`src/rtl/irq_src_pkg.sv`:
```
package irq_src_pkg;
  parameter int unsigned SRV_W  = 4;
  parameter int unsigned PRIO_W = 8;

  localparam logic [PRIO_W-1:0] PRIO_MASKED = '1;

  typedef enum logic [1:0] {
    CFG_READ  = 2'd0,
    CFG_WRITE = 2'd1,
    CFG_OFF   = 2'd2,
    CFG_ON    = 2'd3
  } cfg_op_e;

  typedef struct packed {
    logic [SRV_W-1:0]  server;
    logic [PRIO_W-1:0] prio;
    logic [PRIO_W-1:0] saved;
    logic              asserted;
    logic              sent;
    logic              rejected;
    logic              mpend;
    logic              req;
  } src_state_t;

  // level offer check: unmasked, asserted and not yet sent
  function automatic src_state_t lvl_offer(src_state_t s);
    src_state_t r;
    r = s;
    if (s.prio != PRIO_MASKED && s.asserted && !s.sent) begin
      r.sent = 1'b1;
      r.req  = 1'b1;
    end
    return r;
  endfunction
endpackage

```
`src/rtl/irq_src_slot.sv`:
```
module irq_src_slot
  import irq_src_pkg::*;
#(
  parameter bit IS_LEVEL = 1'b0
) (
  input  logic              clk_i,
  input  logic              rst_ni,
  input  logic              lvl_i,
  input  logic              rej_i,
  input  logic              eoi_i,
  input  logic              cfg_we_i,
  input  cfg_op_e           cfg_op_i,
  input  logic [SRV_W-1:0]  cfg_server_i,
  input  logic [PRIO_W-1:0] cfg_prio_i,
  input  logic              scan_i,
  input  logic              grant_i,
  output logic              req_o,
  output logic [SRV_W-1:0]  server_o,
  output logic [PRIO_W-1:0] prio_o
);
  src_state_t st_q, st_d;

  always_comb begin
    st_d     = st_q;
    st_d.req = st_q.req & ~grant_i;

    if (rej_i) begin
      st_d.rejected = 1'b1;
      st_d.sent     = 1'b0;
    end

    if (eoi_i && IS_LEVEL) st_d.sent = 1'b0;

    if (cfg_we_i) begin
      unique case (cfg_op_i)
        CFG_WRITE: begin
          st_d.server = cfg_server_i;
          st_d.prio   = cfg_prio_i;
          st_d.saved  = cfg_prio_i;
        end
        CFG_OFF: begin
          st_d.saved = st_q.prio;
          st_d.prio  = PRIO_MASKED;
        end
        CFG_ON:  st_d.prio = st_q.saved;
        default: ;
      endcase
      if (IS_LEVEL) begin
        st_d = lvl_offer(st_d);
      end else if (st_d.mpend && st_d.prio != PRIO_MASKED) begin
        st_d.mpend = 1'b0;
        st_d.req   = 1'b1;
      end
    end

    if (IS_LEVEL) begin
      if (lvl_i != st_d.asserted) begin
        st_d.asserted = lvl_i;
        st_d          = lvl_offer(st_d);
      end
    end else if (lvl_i) begin
      if (st_d.prio == PRIO_MASKED) st_d.mpend = 1'b1;
      else                          st_d.req   = 1'b1;
    end

    if (scan_i) begin
      if (IS_LEVEL) begin
        st_d = lvl_offer(st_d);
      end else if (st_d.rejected) begin
        st_d.rejected = 1'b0;
        if (st_d.prio != PRIO_MASKED) st_d.req = 1'b1;
      end
    end
  end

  always_ff @(posedge clk_i or negedge rst_ni) begin
    if (!rst_ni) begin
      st_q        <= '0;
      st_q.prio   <= PRIO_MASKED;
      st_q.saved  <= PRIO_MASKED;
    end else begin
      st_q <= st_d;
    end
  end

  assign req_o    = st_q.req;
  assign server_o = st_q.server;
  assign prio_o   = st_q.prio;
endmodule

```
`src/rtl/irq_src_arb.sv`:
```
module irq_src_arb
  import irq_src_pkg::*;
#(
  parameter int unsigned N_SRC = 8,
  localparam int unsigned IDX_W = $clog2(N_SRC)
) (
  input  logic                          clk_i,
  input  logic                          rst_ni,
  input  logic [N_SRC-1:0]              req_i,
  input  logic [N_SRC-1:0][SRV_W-1:0]   srv_i,
  input  logic [N_SRC-1:0][PRIO_W-1:0]  prio_i,
  input  logic                          ready_i,
  output logic [N_SRC-1:0]              grant_o,
  output logic                          valid_o,
  output logic [IDX_W-1:0]              idx_o,
  output logic [SRV_W-1:0]              srv_o,
  output logic [PRIO_W-1:0]             prio_o
);
  logic             slot_free;
  logic             found;
  logic [IDX_W-1:0] pick;

  assign slot_free = !valid_o || ready_i;

  always_comb begin
    found = 1'b0;
    pick  = '0;
    for (int i = 0; i < N_SRC; i++) begin
      if (req_i[i] && !found) begin
        found = 1'b1;
        pick  = IDX_W'(i);
      end
    end
  end

  always_comb begin
    grant_o = '0;
    if (slot_free && found) grant_o[pick] = 1'b1;
  end

  always_ff @(posedge clk_i or negedge rst_ni) begin
    if (!rst_ni) begin
      valid_o <= 1'b0;
      idx_o   <= '0;
      srv_o   <= '0;
      prio_o  <= PRIO_MASKED;
    end else if (slot_free) begin
      valid_o <= found;
      if (found) begin
        idx_o  <= pick;
        srv_o  <= srv_i[pick];
        prio_o <= prio_i[pick];
      end
    end
  end
endmodule

```
`src/rtl/irq_src_scan.sv`:
```
module irq_src_scan #(
  parameter int unsigned N_SRC = 8,
  localparam int unsigned IDX_W = $clog2(N_SRC)
) (
  input  logic             clk_i,
  input  logic             rst_ni,
  input  logic             start_i,
  input  logic             stall_i,
  output logic [N_SRC-1:0] hit_o
);
  localparam logic [IDX_W-1:0] LAST = IDX_W'(N_SRC - 1);

  logic             busy_q;
  logic [IDX_W-1:0] idx_q;
  logic             step;

  assign step = busy_q && !stall_i;

  always_comb begin
    hit_o = '0;
    if (step) hit_o[idx_q] = 1'b1;
  end

  always_ff @(posedge clk_i or negedge rst_ni) begin
    if (!rst_ni) begin
      busy_q <= 1'b0;
      idx_q  <= '0;
    end else if (!busy_q) begin
      if (start_i) begin
        busy_q <= 1'b1;
        idx_q  <= '0;
      end
    end else if (step) begin
      if (idx_q == LAST) busy_q <= 1'b0;
      else               idx_q  <= idx_q + 1'b1;
    end
  end
endmodule

```
`src/rtl/irq_src_ctrl.sv`:
```
module irq_src_ctrl
  import irq_src_pkg::*;
#(
  parameter int unsigned     N_SRC      = 8,
  parameter int unsigned     NUM_W      = 12,
  parameter int unsigned     BASE       = 16,
  parameter logic [N_SRC-1:0] LEVEL_MASK = 8'hF0
) (
  input  logic              clk_i,
  input  logic              rst_ni,
  input  logic [N_SRC-1:0]  src_i,
  input  logic              cfg_valid_i,
  input  logic [1:0]        cfg_op_i,
  input  logic [NUM_W-1:0]  cfg_num_i,
  input  logic [SRV_W-1:0]  cfg_server_i,
  input  logic [PRIO_W-1:0] cfg_prio_i,
  output logic              cfg_done_o,
  output logic              cfg_err_o,
  output logic [SRV_W-1:0]  cfg_rd_server_o,
  output logic [PRIO_W-1:0] cfg_rd_prio_o,
  input  logic              rej_valid_i,
  input  logic [NUM_W-1:0]  rej_num_i,
  input  logic              eoi_valid_i,
  input  logic [NUM_W-1:0]  eoi_num_i,
  input  logic              resend_i,
  output logic              offer_valid_o,
  input  logic              offer_ready_i,
  output logic [NUM_W-1:0]  offer_num_o,
  output logic [SRV_W-1:0]  offer_server_o,
  output logic [PRIO_W-1:0] offer_prio_o
);
  localparam int unsigned IDX_W = $clog2(N_SRC);
  localparam logic [NUM_W:0] LO = (NUM_W+1)'(BASE);
  localparam logic [NUM_W:0] HI = (NUM_W+1)'(BASE + N_SRC);

  function automatic logic in_rng(logic [NUM_W-1:0] n);
    return ({1'b0, n} >= LO) && ({1'b0, n} < HI);
  endfunction

  function automatic logic [IDX_W-1:0] to_idx(logic [NUM_W-1:0] n);
    return IDX_W'(n - NUM_W'(BASE));
  endfunction

  cfg_op_e                    cfg_op;
  logic                       cfg_ok, cfg_we;
  logic [IDX_W-1:0]           cfg_idx, rej_idx, eoi_idx, off_idx;
  logic                       rej_ok, eoi_ok;
  logic [N_SRC-1:0]           req, grant, scan_hit;
  logic [N_SRC-1:0][SRV_W-1:0]  srv_a;
  logic [N_SRC-1:0][PRIO_W-1:0] prio_a;

  assign cfg_op  = cfg_op_e'(cfg_op_i);
  assign cfg_ok  = cfg_valid_i && in_rng(cfg_num_i);
  assign cfg_we  = cfg_ok && (cfg_op != CFG_READ);
  assign cfg_idx = to_idx(cfg_num_i);
  assign rej_ok  = rej_valid_i && in_rng(rej_num_i);
  assign rej_idx = to_idx(rej_num_i);
  assign eoi_ok  = eoi_valid_i && in_rng(eoi_num_i);
  assign eoi_idx = to_idx(eoi_num_i);

  for (genvar g = 0; g < N_SRC; g++) begin : g_slot
    irq_src_slot #(.IS_LEVEL(LEVEL_MASK[g])) u_slot (
      .clk_i        (clk_i),
      .rst_ni       (rst_ni),
      .lvl_i        (src_i[g]),
      .rej_i        (rej_ok && rej_idx == IDX_W'(g)),
      .eoi_i        (eoi_ok && eoi_idx == IDX_W'(g)),
      .cfg_we_i     (cfg_we && cfg_idx == IDX_W'(g)),
      .cfg_op_i     (cfg_op),
      .cfg_server_i (cfg_server_i),
      .cfg_prio_i   (cfg_prio_i),
      .scan_i       (scan_hit[g]),
      .grant_i      (grant[g]),
      .req_o        (req[g]),
      .server_o     (srv_a[g]),
      .prio_o       (prio_a[g])
    );
  end

  irq_src_arb #(.N_SRC(N_SRC)) u_arb (
    .clk_i   (clk_i),
    .rst_ni  (rst_ni),
    .req_i   (req),
    .srv_i   (srv_a),
    .prio_i  (prio_a),
    .ready_i (offer_ready_i),
    .grant_o (grant),
    .valid_o (offer_valid_o),
    .idx_o   (off_idx),
    .srv_o   (offer_server_o),
    .prio_o  (offer_prio_o)
  );

  irq_src_scan #(.N_SRC(N_SRC)) u_scan (
    .clk_i   (clk_i),
    .rst_ni  (rst_ni),
    .start_i (resend_i),
    .stall_i (offer_valid_o || (|req)),
    .hit_o   (scan_hit)
  );

  assign offer_num_o = NUM_W'(BASE) + NUM_W'(off_idx);

  always_ff @(posedge clk_i or negedge rst_ni) begin
    if (!rst_ni) begin
      cfg_done_o      <= 1'b0;
      cfg_err_o       <= 1'b0;
      cfg_rd_server_o <= '0;
      cfg_rd_prio_o   <= '0;
    end else begin
      cfg_done_o <= cfg_valid_i;
      cfg_err_o  <= cfg_valid_i && !cfg_ok;
      if (cfg_ok && cfg_op == CFG_READ) begin
        cfg_rd_server_o <= srv_a[cfg_idx];
        cfg_rd_prio_o   <= prio_a[cfg_idx];
      end
    end
  end
endmodule

```
`config.mk`:
```
export PLATFORM = sky130hd
export DESIGN_NAME = irq_src_ctrl
export DESIGN_NICKNAME = d
export VERILOG_FILES = /design/src/rtl/irq_src_pkg.sv /design/src/rtl/irq_src_slot.sv /design/src/rtl/irq_src_arb.sv /design/src/rtl/irq_src_scan.sv /design/src/rtl/irq_src_ctrl.sv
export SDC_FILE = /design/constraint.sdc
export NUM_CORES = 1
export LEC_CHECK = 0
export BUFFER_PORTS_ARGS = -buffer_cell sky130_fd_sc_hd__buf_4
export CORE_ASPECT_RATIO = 1.25
export CORE_MARGIN = 1.5
export CORE_UTILIZATION = 50
export CTS_BUF_LIST = sky130_fd_sc_hd__clkbuf_8
export DETAILED_ROUTE_END_ITERATION = 10
export PLACE_DENSITY = 0.66
export SLEW_MARGIN = 10
export SYNTH_ARGS = -nofsm -noshare
export SYNTH_HDL_FRONTEND = slang
export SYNTH_SLANG_ARGS = --single-unit
export TNS_END_PERCENT = 100
```
`constraint.sdc`:
```
create_clock -name clk_i -period 6.5 [get_ports clk_i]
set_input_delay 1.95 -clock clk_i [delete_from_list [all_inputs] [get_ports clk_i]]
set_output_delay 1.95 -clock clk_i [all_outputs]
set_load 0.05 [all_outputs]
```
==> impl_metrics.env <==
export IMPL_hold_viol=0
export IMPL_worstMarginPinSlew_ns=1.14
export IMPL_period_needed_ns=4.53
export IMPL_critical_path_top_delay_family="compound AO/OA/AOI/OAI gates"
export IMPL_num_io_pins=104
export IMPL_cts_resized_gates=0
export IMPL_status="complete, no violations"
export IMPL_ctsHoldBuffers=0
export IMPL_core_area_um2=23700
export IMPL_vias=10600
export IMPL_final_area_um2=13800
export IMPL_arrival_ns=4.94
export IMPL_grt_usage_pct=32.0
export IMPL_grt_antenna_before_repair=0
export IMPL_drc_errors=0
export IMPL_ctsHtreeMaxLevel=2
export IMPL_async_reset_ff_share_pct=100
export IMPL_totalWireLength_um=39300
export IMPL_ys_seq_elements=218
export IMPL_critical_path_buf_inv_count=2
export IMPL_clk_latency_ns=0.55
export IMPL_layout_drive_gt1_share_pct=28.4
export IMPL_stdcell_count=1686
export IMPL_synth_distinct_cells=67
export IMPL_cp_end_kind="flip-flop"
export IMPL_cap_violations=0
export IMPL_start_util_pct=51.1
export IMPL_cts_buffers=37
export IMPL_yosysWarnings=0
export IMPL_die_h_um=177
export IMPL_routedWlPerCell_um=23.3
export IMPL_finalClockSkew_ns=0.0295
export IMPL_port_buffers=94
export IMPL_synth_area_um2=12100
export IMPL_cts_root_buffer="clkbuf_8"
export IMPL_ant_nets=0
export IMPL_gr_usage_met3_pct=6.09
export IMPL_place_congestion=1.04
export IMPL_cts_tree="yes"
export IMPL_clockBufferDepth=3
export IMPL_grt_pass1_vias=10200
export IMPL_cp_required_ns=6.90
export IMPL_setup_tns_ns=0
export IMPL_hold_class="reg2reg"
export IMPL_p_leak_nw=5.49
export IMPL_area_growth_pct=13.8
export IMPL_synth_edff_count=0
export IMPL_synthesis_instances=1271
export IMPL_num_antenna_cells=0
export IMPL_rows=63
export IMPL_max_freq_mhz=221
export IMPL_synthFlopType="dfstp_2"
export IMPL_critPathKind="in2reg"
export IMPL_relSlewSlack_pct=23.6
export IMPL_syn_area_per_cell_um2=9.53
export IMPL_grt_ovfl_total=0
export IMPL_powerDensity_nw_per_um2=228
export IMPL_synth_seq_area_share_pct=46.4
export IMPL_clock_sinks=218
export IMPL_grt_pass1_wl_um=60400
export IMPL_use_met2_pct=50.5
export IMPL_slew_violations=0
export IMPL_path_clk_slew_ns=0.07
export IMPL_dpl_instance_area_um2=13000
export IMPL_layout_commonest_cell="nand2_1"
export IMPL_setup_viol=0
export IMPL_crit_fanout=26
export IMPL_grt_max_degree=134
export IMPL_dieWidth_um=142
export IMPL_nets=1412
export IMPL_ir_drop_mv=0.159
export IMPL_worstPathCellList="buf_4 > inv_1 > ha_1 > a211o_1 > o22ai_1 > or3_1 > nor4_1 > mux2_2 > o221ai_1"
export IMPL_dieArea_um2=25200
export IMPL_layout_common_cells="nand2_1 (204), o21ai_0 (164), a21oi_1 (146)"
export IMPL_cp_start_kind="primary input"
export IMPL_drt_initial_drc_count=1021
export IMPL_cts_setup_buffers=0
export IMPL_via_per_inst=6.30
export IMPL_dpl_hpwl_um=28300
export IMPL_pre_cts_ws_ns=1.48
export IMPL_rsz0062_at_grt="no"
export IMPL_slowest_stage="ha_1"
export IMPL_first_pass_iters=6
export IMPL_grt_use_met1_pct=41.2
export IMPL_placed_cells=1619
export IMPL_min_period_over_period_pct=69.8
export IMPL_slowest_delay_ns=0.77
export IMPL_grt_busiest_layer="met2"
export IMPL_setup_ws_ns=1.97
[worst min-delay path, delay by kind of cell (launching register included)]
| family | cells | cell delay [ns] |
|---|---|---|
| flip-flops | 1 | 0.36 |
| AO/OA/AOI/OAI | 1 | 0.07 |
| AND/OR/NAND/NOR | 1 | 0.04 |
[per-layer routing]
| layer | routed length (µm) | part of all wire, % |
|---|---|---|
| met2 | 18100 | 46 |
| met5 | 0 | 0 |
| met4 | 2380 | 6.1 |
| met3 | 3160 | 8.0 |
| met1 | 15700 | 40 |
[synthesized netlist by cell type (all sizes together) (17+ instances only)]
library cell  instances  area share (%)
a21oi               146             6.0
buf                  34             1.4
clkbuf               57             1.8
dfrtp                82              17
dfstp               136              29
inv                  17            0.53
mux2                 44             4.1
mux2i                40             3.3
mux4                 24             4.5
nand2               204             6.3
nand3                29             1.3
nand4                17            0.88
nor2                 39             1.2
nor2b                21             1.1
o21ai               167             6.9
[metrics by stage]
stage	total power [mW]	utilization, %	hold slack (ns)
2_1_floorplan	1.66	-	0.451
3_3_place_gp	1.81	54.7	0.459
3_5_place_dp	1.82	54.7	0.467
4_1_cts	3.16	58.1	0.477
5_1_grt	3.26	58.1	0.486
6_report	3.15	58.1	0.479
[where the power goes]
group	switching (mW)	leakage (nW)	total, mW	internal (mW)
combinational	0.255	2.57	0.380	0.125
sequential	0.0356	2.45	1.42	1.39
clock	0.573	0.463	1.34	0.769
[flip-flops by register name, summed over array words and instances (netlist names)]
signal,flops
cfg_err_o,1
g_slot.u_slot.st_q,80
cfg_rd_server_o,4
cfg_rd_prio_o,8
g_slot.u_slot.prio_o,64
u_scan.idx_q,3
u_scan.busy_q,1
u_arb.prio_o,8
u_arb.srv_o,4
cfg_done_o,1
u_arb.valid_o,1
g_slot.u_slot.req_o,8
g_slot.u_slot.server_o,32
u_arb.idx_o,3
[worst paths after layout]
kind                                           from                         to  slack (ns)  cells past startpoint
setup reg to reg             g_slot[6].u_slot.req_o            u_arb.prio_o[0]        3.11                      7
hold / removal             g_slot[0].u_slot.st_q[5]   g_slot[0].u_slot.st_q[5]        0.48                      2
hold reg to reg            g_slot[0].u_slot.st_q[5]   g_slot[0].u_slot.st_q[5]        0.48                      2
max in group asynchronous                    rst_ni  g_slot[0].u_slot.st_q[12]        3.62                      2
setup / recovery                        cfg_op_i[1]     g_slot[3].u_slot.req_o        1.97                      9
min in group asynchronous                    rst_ni            u_scan.idx_q[2]        1.58                      1
[layout make-up]
cell class	count	area [µm²]
clock buffers	47	647
clock inverters	20	160
fillers	2070	9940
inverters	17	63.8
multi-input cells	952	6070
flip-flops and latches	218	5630
well taps	325	407
repair buffers	107	810
[logic make-up (layout without fill, tap and decap cells)]
| kind of cell | count (synthesis) | in the layout | synth area share [%] |
|---|---|---|---|
| and+or+nand+nor | 386 | 386 | 15.3 |
| other | 2 | 9 | 0.0620 |
| adders and majority gates | 14 | 14 | 1.45 |
| muxes | 108 | 108 | 11.9 |
| buffers and inverters | 108 | 191 | 3.74 |
| AOI/OAI and AO/OA | 435 | 435 | 21.1 |
| DFF | 218 | 218 | 46.4 |
Note: power is estimated with default switching activity, not from simulation.
